==> src/rtl/rpc_pkg.sv <==
package rpc_pkg;
  localparam int unsigned NCAUSE = 5;
  typedef logic [NCAUSE-1:0] cause_t;
  // lower bit index = higher rank
  localparam cause_t CAUSE_COLD = 5'b00001;
  localparam cause_t CAUSE_WDOG = 5'b00010;
  localparam cause_t CAUSE_WARM = 5'b00100;
  localparam cause_t CAUSE_SOFT = 5'b01000;
  localparam cause_t CAUSE_WAKE = 5'b10000;
endpackage

==> src/rtl/rpc_sync.sv <==
module rpc_sync #(
  parameter int unsigned   W       = 1,
  parameter logic [W-1:0]  RST_VAL = '0
) (
  input  logic         clk_i,
  input  logic         rst_ni,
  input  logic [W-1:0] d_i,
  output logic [W-1:0] q_o
);
  logic [W-1:0] meta_q, sync_q;

  always_ff @(posedge clk_i or negedge rst_ni) begin
    if (!rst_ni) begin
      meta_q <= RST_VAL;
      sync_q <= RST_VAL;
    end else begin
      meta_q <= d_i;
      sync_q <= meta_q;
    end
  end

  assign q_o = sync_q;
endmodule

==> src/rtl/rpc_cold_filter.sv <==
module rpc_cold_filter #(
  parameter int unsigned MIN_COLD = 16
) (
  input  logic clk_i,
  input  logic rst_ni,
  input  logic cold_s_n_i,
  output logic valid_o
);
  localparam int unsigned    CW  = $clog2(MIN_COLD + 1);
  localparam logic [CW-1:0]  SAT = CW'(MIN_COLD - 1);

  logic [CW-1:0] cnt_q, cnt_d;
  logic          cnt_en;

  always_comb begin
    cnt_en = cold_s_n_i | (cnt_q != SAT);
    if (cold_s_n_i) cnt_d = '0;
    else            cnt_d = cnt_q + 1'b1;
  end

  always_ff @(posedge clk_i or negedge rst_ni) begin
    if (!rst_ni)     cnt_q <= '0;
    else if (cnt_en) cnt_q <= cnt_d;
  end

  assign valid_o = ~cold_s_n_i & (cnt_q == SAT);
endmodule

==> src/rtl/rpc_arb.sv <==
module rpc_arb #(
  parameter int unsigned W = 4
) (
  input  logic [W-1:0] req_i,
  output logic [W-1:0] gnt_o
);
  // isolate lowest set bit: index 0 has the highest rank
  assign gnt_o = req_i & (~req_i + 1'b1);
endmodule

==> src/rtl/rpc_wake.sv <==
module rpc_wake #(
  parameter int unsigned       N_DOM   = 4,
  parameter int unsigned       STRETCH = 32,
  parameter logic [N_DOM-1:0]  RETAIN  = '0
) (
  input  logic             clk_i,
  input  logic             rst_ni,
  input  logic             sleep_i,
  input  logic [N_DOM-1:0] wake_i,
  input  logic             sys_lo_i,
  output logic [N_DOM-1:0] dom_rst_n_o,
  output logic             hit_o
);
  localparam int unsigned    SW        = $clog2(STRETCH + 1);
  localparam logic [SW-1:0]  STRETCH_V = SW'(STRETCH);

  logic [N_DOM-1:0] elig_v;

  for (genvar d = 0; d < N_DOM; d++) begin : g_dom
    logic          elig;
    logic [SW-1:0] cnt_q, cnt_d;
    logic          rst_n_q;

    always_comb begin
      elig = wake_i[d] & (sleep_i | ~RETAIN[d]);
      if (elig)                cnt_d = STRETCH_V;
      else if (cnt_q != '0)    cnt_d = cnt_q - 1'b1;
      else                     cnt_d = cnt_q;
    end

    always_ff @(posedge clk_i or negedge rst_ni) begin
      if (!rst_ni) begin
        cnt_q   <= '0;
        rst_n_q <= 1'b0;
      end else begin
        cnt_q   <= cnt_d;
        rst_n_q <= ~(sys_lo_i | elig | (cnt_q != '0));
      end
    end

    assign elig_v[d]      = elig;
    assign dom_rst_n_o[d] = rst_n_q;
  end

  assign hit_o = |elig_v;
endmodule

==> src/rtl/rst_prio_ctrl.sv <==
module rst_prio_ctrl
  import rpc_pkg::*;
#(
  parameter int unsigned        N_DOM    = 4,
  parameter int unsigned        MIN_COLD = 16,
  parameter int unsigned        STRETCH  = 32,
  parameter int unsigned        DATA_W   = 8,
  parameter logic [DATA_W-1:0]  SW_KEY   = DATA_W'(8'hC3),
  parameter logic [N_DOM-1:0]   RETAIN   = N_DOM'(4'b0110)
) (
  input  logic              clk_i,
  input  logic              rst_ni,
  input  logic              cold_n_i,
  input  logic              warm_n_i,
  input  logic              wdog_i,
  input  logic              sleep_i,
  input  logic [N_DOM-1:0]  wake_i,
  input  logic              reg_we_i,
  input  logic              reg_sel_i,
  input  logic [DATA_W-1:0] reg_wdata_i,
  output logic [NCAUSE-1:0] cause_o,
  output logic              sys_rst_n_o,
  output logic [N_DOM-1:0]  dom_rst_n_o,
  output logic              rtc_rst_n_o,
  output logic              rst_out_n_o
);
  localparam int unsigned    SCW       = $clog2(STRETCH + 1);
  localparam logic [SCW-1:0] STRETCH_V = SCW'(STRETCH);

  logic [2:0]     pin_s;
  logic           cold_s_n, warm_s_n, wdog_s, cold_ok;
  logic           rtc_q;
  logic [3:0]     req4, gnt4;
  cause_t         win;
  logic           sys_req, sys_lo_d, take_sys, key_wr, clr_wr, wake_hit;
  logic           sw_pend_q, sys_rst_n_q, rst_out_q;
  logic [SCW-1:0] cnt_q, cnt_d;
  cause_t         status_q, status_d, cur_q, cur_d;

  // asynchronous sources: {watchdog, warm_n, cold_n}
  rpc_sync #(.W(3), .RST_VAL(3'b011)) u_pin_sync (
    .clk_i (clk_i), .rst_ni (rst_ni),
    .d_i   ({wdog_i, warm_n_i, cold_n_i}),
    .q_o   (pin_s)
  );
  assign cold_s_n = pin_s[0];
  assign warm_s_n = pin_s[1];
  assign wdog_s   = pin_s[2];

  rpc_sync #(.W(1), .RST_VAL(1'b0)) u_rtc_sync (
    .clk_i (clk_i), .rst_ni (rst_ni), .d_i (1'b1), .q_o (rtc_q)
  );

  rpc_cold_filter #(.MIN_COLD(MIN_COLD)) u_cold (
    .clk_i (clk_i), .rst_ni (rst_ni), .cold_s_n_i (cold_s_n), .valid_o (cold_ok)
  );

  assign req4 = {sw_pend_q, ~warm_s_n, wdog_s, cold_ok};

  rpc_arb #(.W(4)) u_arb (.req_i (req4), .gnt_o (gnt4));

  rpc_wake #(.N_DOM(N_DOM), .STRETCH(STRETCH), .RETAIN(RETAIN)) u_wake (
    .clk_i (clk_i), .rst_ni (rst_ni), .sleep_i (sleep_i), .wake_i (wake_i),
    .sys_lo_i (sys_lo_d), .dom_rst_n_o (dom_rst_n_o), .hit_o (wake_hit)
  );

  // next-state logic
  always_comb begin
    key_wr   = reg_we_i & ~reg_sel_i & (reg_wdata_i == SW_KEY);
    clr_wr   = reg_we_i & reg_sel_i;
    win      = {1'b0, gnt4};
    sys_req  = |req4;
    sys_lo_d = sys_req | (cnt_q != '0);

    if (sys_req)             cnt_d = STRETCH_V;
    else if (cnt_q != '0)    cnt_d = cnt_q - 1'b1;
    else                     cnt_d = cnt_q;

    take_sys = sys_req & ((cur_q == '0) | (win < cur_q));

    status_d = status_q;
    if (clr_wr) status_d = status_q & ~reg_wdata_i[NCAUSE-1:0];
    if (take_sys)                               status_d = win;
    else if (wake_hit & ~sys_req & sys_rst_n_q) status_d = CAUSE_WAKE;

    if (!sys_lo_d)     cur_d = '0;
    else if (take_sys) cur_d = win;
    else               cur_d = cur_q;
  end

  // registers
  always_ff @(posedge clk_i or negedge rst_ni) begin
    if (!rst_ni) begin
      sw_pend_q   <= 1'b0;
      cnt_q       <= STRETCH_V;
      sys_rst_n_q <= 1'b0;
      rst_out_q   <= 1'b0;
      status_q    <= '0;
      cur_q       <= '0;
    end else begin
      sw_pend_q   <= key_wr;
      cnt_q       <= cnt_d;
      sys_rst_n_q <= ~sys_lo_d;
      rst_out_q   <= cold_s_n;
      status_q    <= status_d;
      cur_q       <= cur_d;
    end
  end

  assign cause_o     = status_q;
  assign sys_rst_n_o = sys_rst_n_q;
  assign rtc_rst_n_o = rtc_q;
  assign rst_out_n_o = rst_out_q;
endmodule

==> config.mk <==
export PLATFORM = sky130hd
export DESIGN_NAME = rst_prio_ctrl
export DESIGN_NICKNAME = d
export VERILOG_FILES = /design/src/rtl/rpc_pkg.sv /design/src/rtl/rpc_sync.sv /design/src/rtl/rpc_cold_filter.sv /design/src/rtl/rpc_arb.sv /design/src/rtl/rpc_wake.sv /design/src/rtl/rst_prio_ctrl.sv
export SDC_FILE = /design/constraint.sdc
export NUM_CORES = 1
export LEC_CHECK = 0
export ABC_CLOCK_PERIOD_IN_PS = 3050
export CORE_MARGIN = 3
export CORE_UTILIZATION = 42
export CTS_CLUSTER_SIZE = 24
export DETAILED_ROUTE_END_ITERATION = 16
export GPL_ROUTABILITY_DRIVEN = 0
export GPL_TIMING_DRIVEN = 0
export PLACE_DENSITY = 0.69
export SLEW_MARGIN = 10
export SYNTH_ARGS = -nofsm -noshare
export SYNTH_HDL_FRONTEND = slang
export SYNTH_SLANG_ARGS = --single-unit
==> constraint.sdc <==
create_clock -name clk_i -period 3.05 [get_ports clk_i]
set_input_delay 0.4575 -clock clk_i [delete_from_list [all_inputs] [get_ports clk_i]]
set_output_delay 0.4575 -clock clk_i [all_outputs]
set_load 0.05 [all_outputs]
==> impl_metrics.yaml <==
outcome:
  status: "complete, no violations"
sta:
  hold_viol: 0
  timing.hold.ws_ns: 0.170
  fin_tns_setup_ns: 0
  fmax_mhz: 352
  rsz0062_at_grt: "false"
  slew_headroom_pct: 51.2
  final_max_slew_viol_count: 0
  timing.final.crit_period_ns: 2.84
  setup_viol: 0
  worst_pin_slew_ns: 0.732
  finClkSkew_ns: 0.00793
  fin_crit_sh_pct: 93.1
logic_synthesis:
  yosys.area.top_type_share_pct: 46.8
  synth_edf_count: 0
  yosysSeqAreaShare_pct: 51.4
  synth-seq-cells: 59
  ys_top_cells_by_area: "dfrtp_1 47%, ha_1 6.1%, dfstp_2 4.6%, nor2_1 4.3%, nor3_1 3.6%"
  synthMuxAreaShare_pct: 2.60
  async_reset_ff_share_pct: 100
  synth-xor-area-share_pct: 3.94
  synthTopCellsByCount: "54 x dfrtp_1, 33 x nor2_1, 21 x nor3_1"
  synth.avg_cell_area_sq_um: 10.4
  yosysMostFrequentCell: "dfrtp_1"
  yosysUniqueCellTypes: 56
  netlist_area_sq_mm: 0.00289
  ys.flop_type: "dfrtp_1"
  synth_compound_area_share_pct: 10.4
  syn_nets: 311
  synth_top_family_by_area: "simple AND/OR/NAND/NOR gates"
  synth_simple_gate_area_share_pct: 20.6
  yosys.area_share.adder_pct: 6.07
  synthCells: 277
  ys_warn_count: 0
  synth_largest_area_cell: "dfrtp_1"
global_route:
  grt_pass1_wl_mm: 8.72
  grt_remaining_overflow: 0
  grt_pass1_vias: 1972
  grt_max_degree: 60
  grt_use_total_pct: 14.7
  antenna_found_initial: 0
power:
  combinationalPowerShare_pct: 35.6
  clkPwrFrac_pct: 23.5
  intPower_uw: 1800
  vdd_ir_drop_max_mv: 0.511
  power_uw: 2760
  p_sw_uw: 962
  seqPwrFrac_pct: 40.9
  p_sw_share_pct: 34.8
  leakagePower_uw: 0.00158
  p_per_area_mw_per_mm2: 793
placed_design:
  portBuffers: 29
  dpl.hpwl_mm: 3.68
route:
  dr.pass1.iters: 4
  viasPerCell: 5.09
  drt_iter0_markers: 70
  vias: 2043
  routed_wl_mm: 5.19
  drc: 0
  ant_nets: 0
  wire_per_inst_um: 12.9
floorplanning:
  io_pins: 32
  start_util_pct: 44.4
  die_area_sq_mm: 0.00790
  die_width_um: 88.9
  core-area_sq_mm: 0.00649
  die_y_um: 88.9
  rows: 29
layout:
  nets: 353
  antenna_cells: 0
  fillCellCount: 559
  layout-drive-gt1-share_pct: 16.7
  syn2layout_area_growth_pct: 20.5
clock_tree:
  htree_levels: 3
  clock-sinks: 59
  clk_path_buf_depth: 2
  numCtsBuffers: 9
  worstSkewPairLatency_ns: 0.34
  tritoncts: "yes"
  clock-root-buffer: "clkbuf_8"
  clkTransAtPathRegs_ns: 0.07
job:
  drv_cap: 0
setup_path:
  critical_path_required_ns: 3.27
  path_max_fanout: 8
  cp-start-kind: "flip-flop"
  critPathArrivalTime_ns: 3.06
  crit_path_end_kind: "flip-flop"
  worstSetupPathType: "flip-flop to flip-flop"
hold_path:
  hp-class: "primary input to async pin"
[layer usage]
| metal | vias to the layer above | global-route usage [%] | routed length (um) |
|---|---|---|---|
| met5 | - | 0 | 0 |
| met4 | 0 | 5.77 | 85 |
| li1 | 1034 | - | - |
| met2 | 26 | 23.2 | 2490 |
| met1 | 975 | 17.9 | 2370 |
| met3 | 8 | 6.18 | 242 |
[stage by stage]
stage | util, % | instances | setup slack, ns | cell area, sq um
6_report | 53.6 | 401 | 0.209 | 3480
3_5_place_dp | 50.4 | 383 | 0.0917 | 3270
2_1_floorplan | - | 277 | 0.351 | 2890
3_3_place_gp | 50.4 | 383 | -0.356 | 3270
5_1_grt | 53.6 | 401 | 0.0197 | 3480
4_1_cts | 53.2 | 399 | 0.0770 | 3450
[flip-flops by register name (all words and copies together), names as in the netlist]
name                  flops
cause_o                   5
cnt_q                     6
cur_q                     4
rst_out_n_o               1
sw_pend_q                 1
sys_rst_n_o               1
u_cold.cnt_q              5
u_pin_sync.meta_q         3
u_pin_sync.q_o            3
u_rtc_sync.meta_q         1
u_rtc_sync.q_o            1
u_wake.g_dom.cnt_q       24
u_wake.g_dom.rst_n_q      4
[final timing paths]
path / end / slack (ns) / start / depth (start not counted)
setup / recovery: cur_q[2]$_DFFE_PN0P_ / 0.21 / u_cold.cnt_q[0]$_DFFE_PN0N_ / 13
hold / removal: cnt_q[4]$_DFFE_PN0N_ / 0.17 / rst_ni / 1
setup reg to reg: cur_q[2]$_DFFE_PN0P_ / 0.21 / u_cold.cnt_q[0]$_DFFE_PN0N_ / 13
hold reg to reg: u_pin_sync.q_o[2]$_DFF_PN0_ / 0.35 / u_pin_sync.meta_q[2]$_DFF_PN0_ / 0
max in group asynchronous: u_cold.cnt_q[2]$_DFFE_PN0N_ / 2.39 / rst_ni / 1
min in group clk_i: u_pin_sync.q_o[2]$_DFF_PN0_ / 0.35 / u_pin_sync.meta_q[2]$_DFF_PN0_ / 0
[cell families (layout without fill, tap and decap cells)]
family,after synthesis,in the layout
AND/OR/NAND/NOR,111,111
flip-flops,59,59
AO/OA/AOI/OAI,42,43
buffers and inverters,31,77
adder cells (fa/ha/maj),14,14
XOR/XNOR,13,13
multiplexers,6,6
other,1,1
[what timing repair did]
item / 4_1_cts / 5_1_grt
hold buffers: 0 / 0
setup buffers: 0 / 1
resized for setup: 0 / 3
setup endpoints to repair: 0 / 8
[power groups by stage]
stage / clock network, uW / logic, uW / registers (uW)
6_report: 648 / 982 / 1130
5_1_grt: 708 / 1110 / 1160
4_1_cts: 668 / 957 / 1130
3_5_place_dp: 0 / 953 / 1140
3_3_place_gp: 0 / 920 / 1140
2_1_floorplan: 0 / 709 / 1160
[area by class of cell]
class                   instances  area, sq um  share of cell area, %
multi-input cells             188         1280                   36.8
flip-flops and latches         59         1480                   42.6
well taps                      77         96.3                   2.77
clock inverters                 2         10.0                  0.288
plain buffers                  12         71.3                   2.05
clock buffers                  14          173                   4.96
inverters                      19         71.3                   2.05
repair buffers                 30          295                   8.49
[worst max-delay path: stages (launching register included)]
cell	delay [ns]
dfrtp_1	0.41
ha_1	0.22
and3_1	0.18
ha_1	0.17
buf_2	0.16
nor2b_4	0.15
nor2_2	0.13
and3_1	0.17
ha_1	0.25
a21oi_1	0.18
nand2_2	0.11
or2_2	0.32
o21ai_0	0.17
a21oi_1	0.09
[cell usage in the layout, fill, tap and decap left out, types with 10 or more instances in the layout]
cell             Yosys  final
xnor2_1             10     10
clkbuf_8             0     12
nor2_1              33     32
clkdlybuf4s50_1      0     28
dfrtp_1             54     54
nand2_1             14     13
a21oi_1             14     14
nor3_1              21     20
nand3_1             11     11
inv_1               19     19
ha_1                14     14
Power figures use the tool's default switching activity.
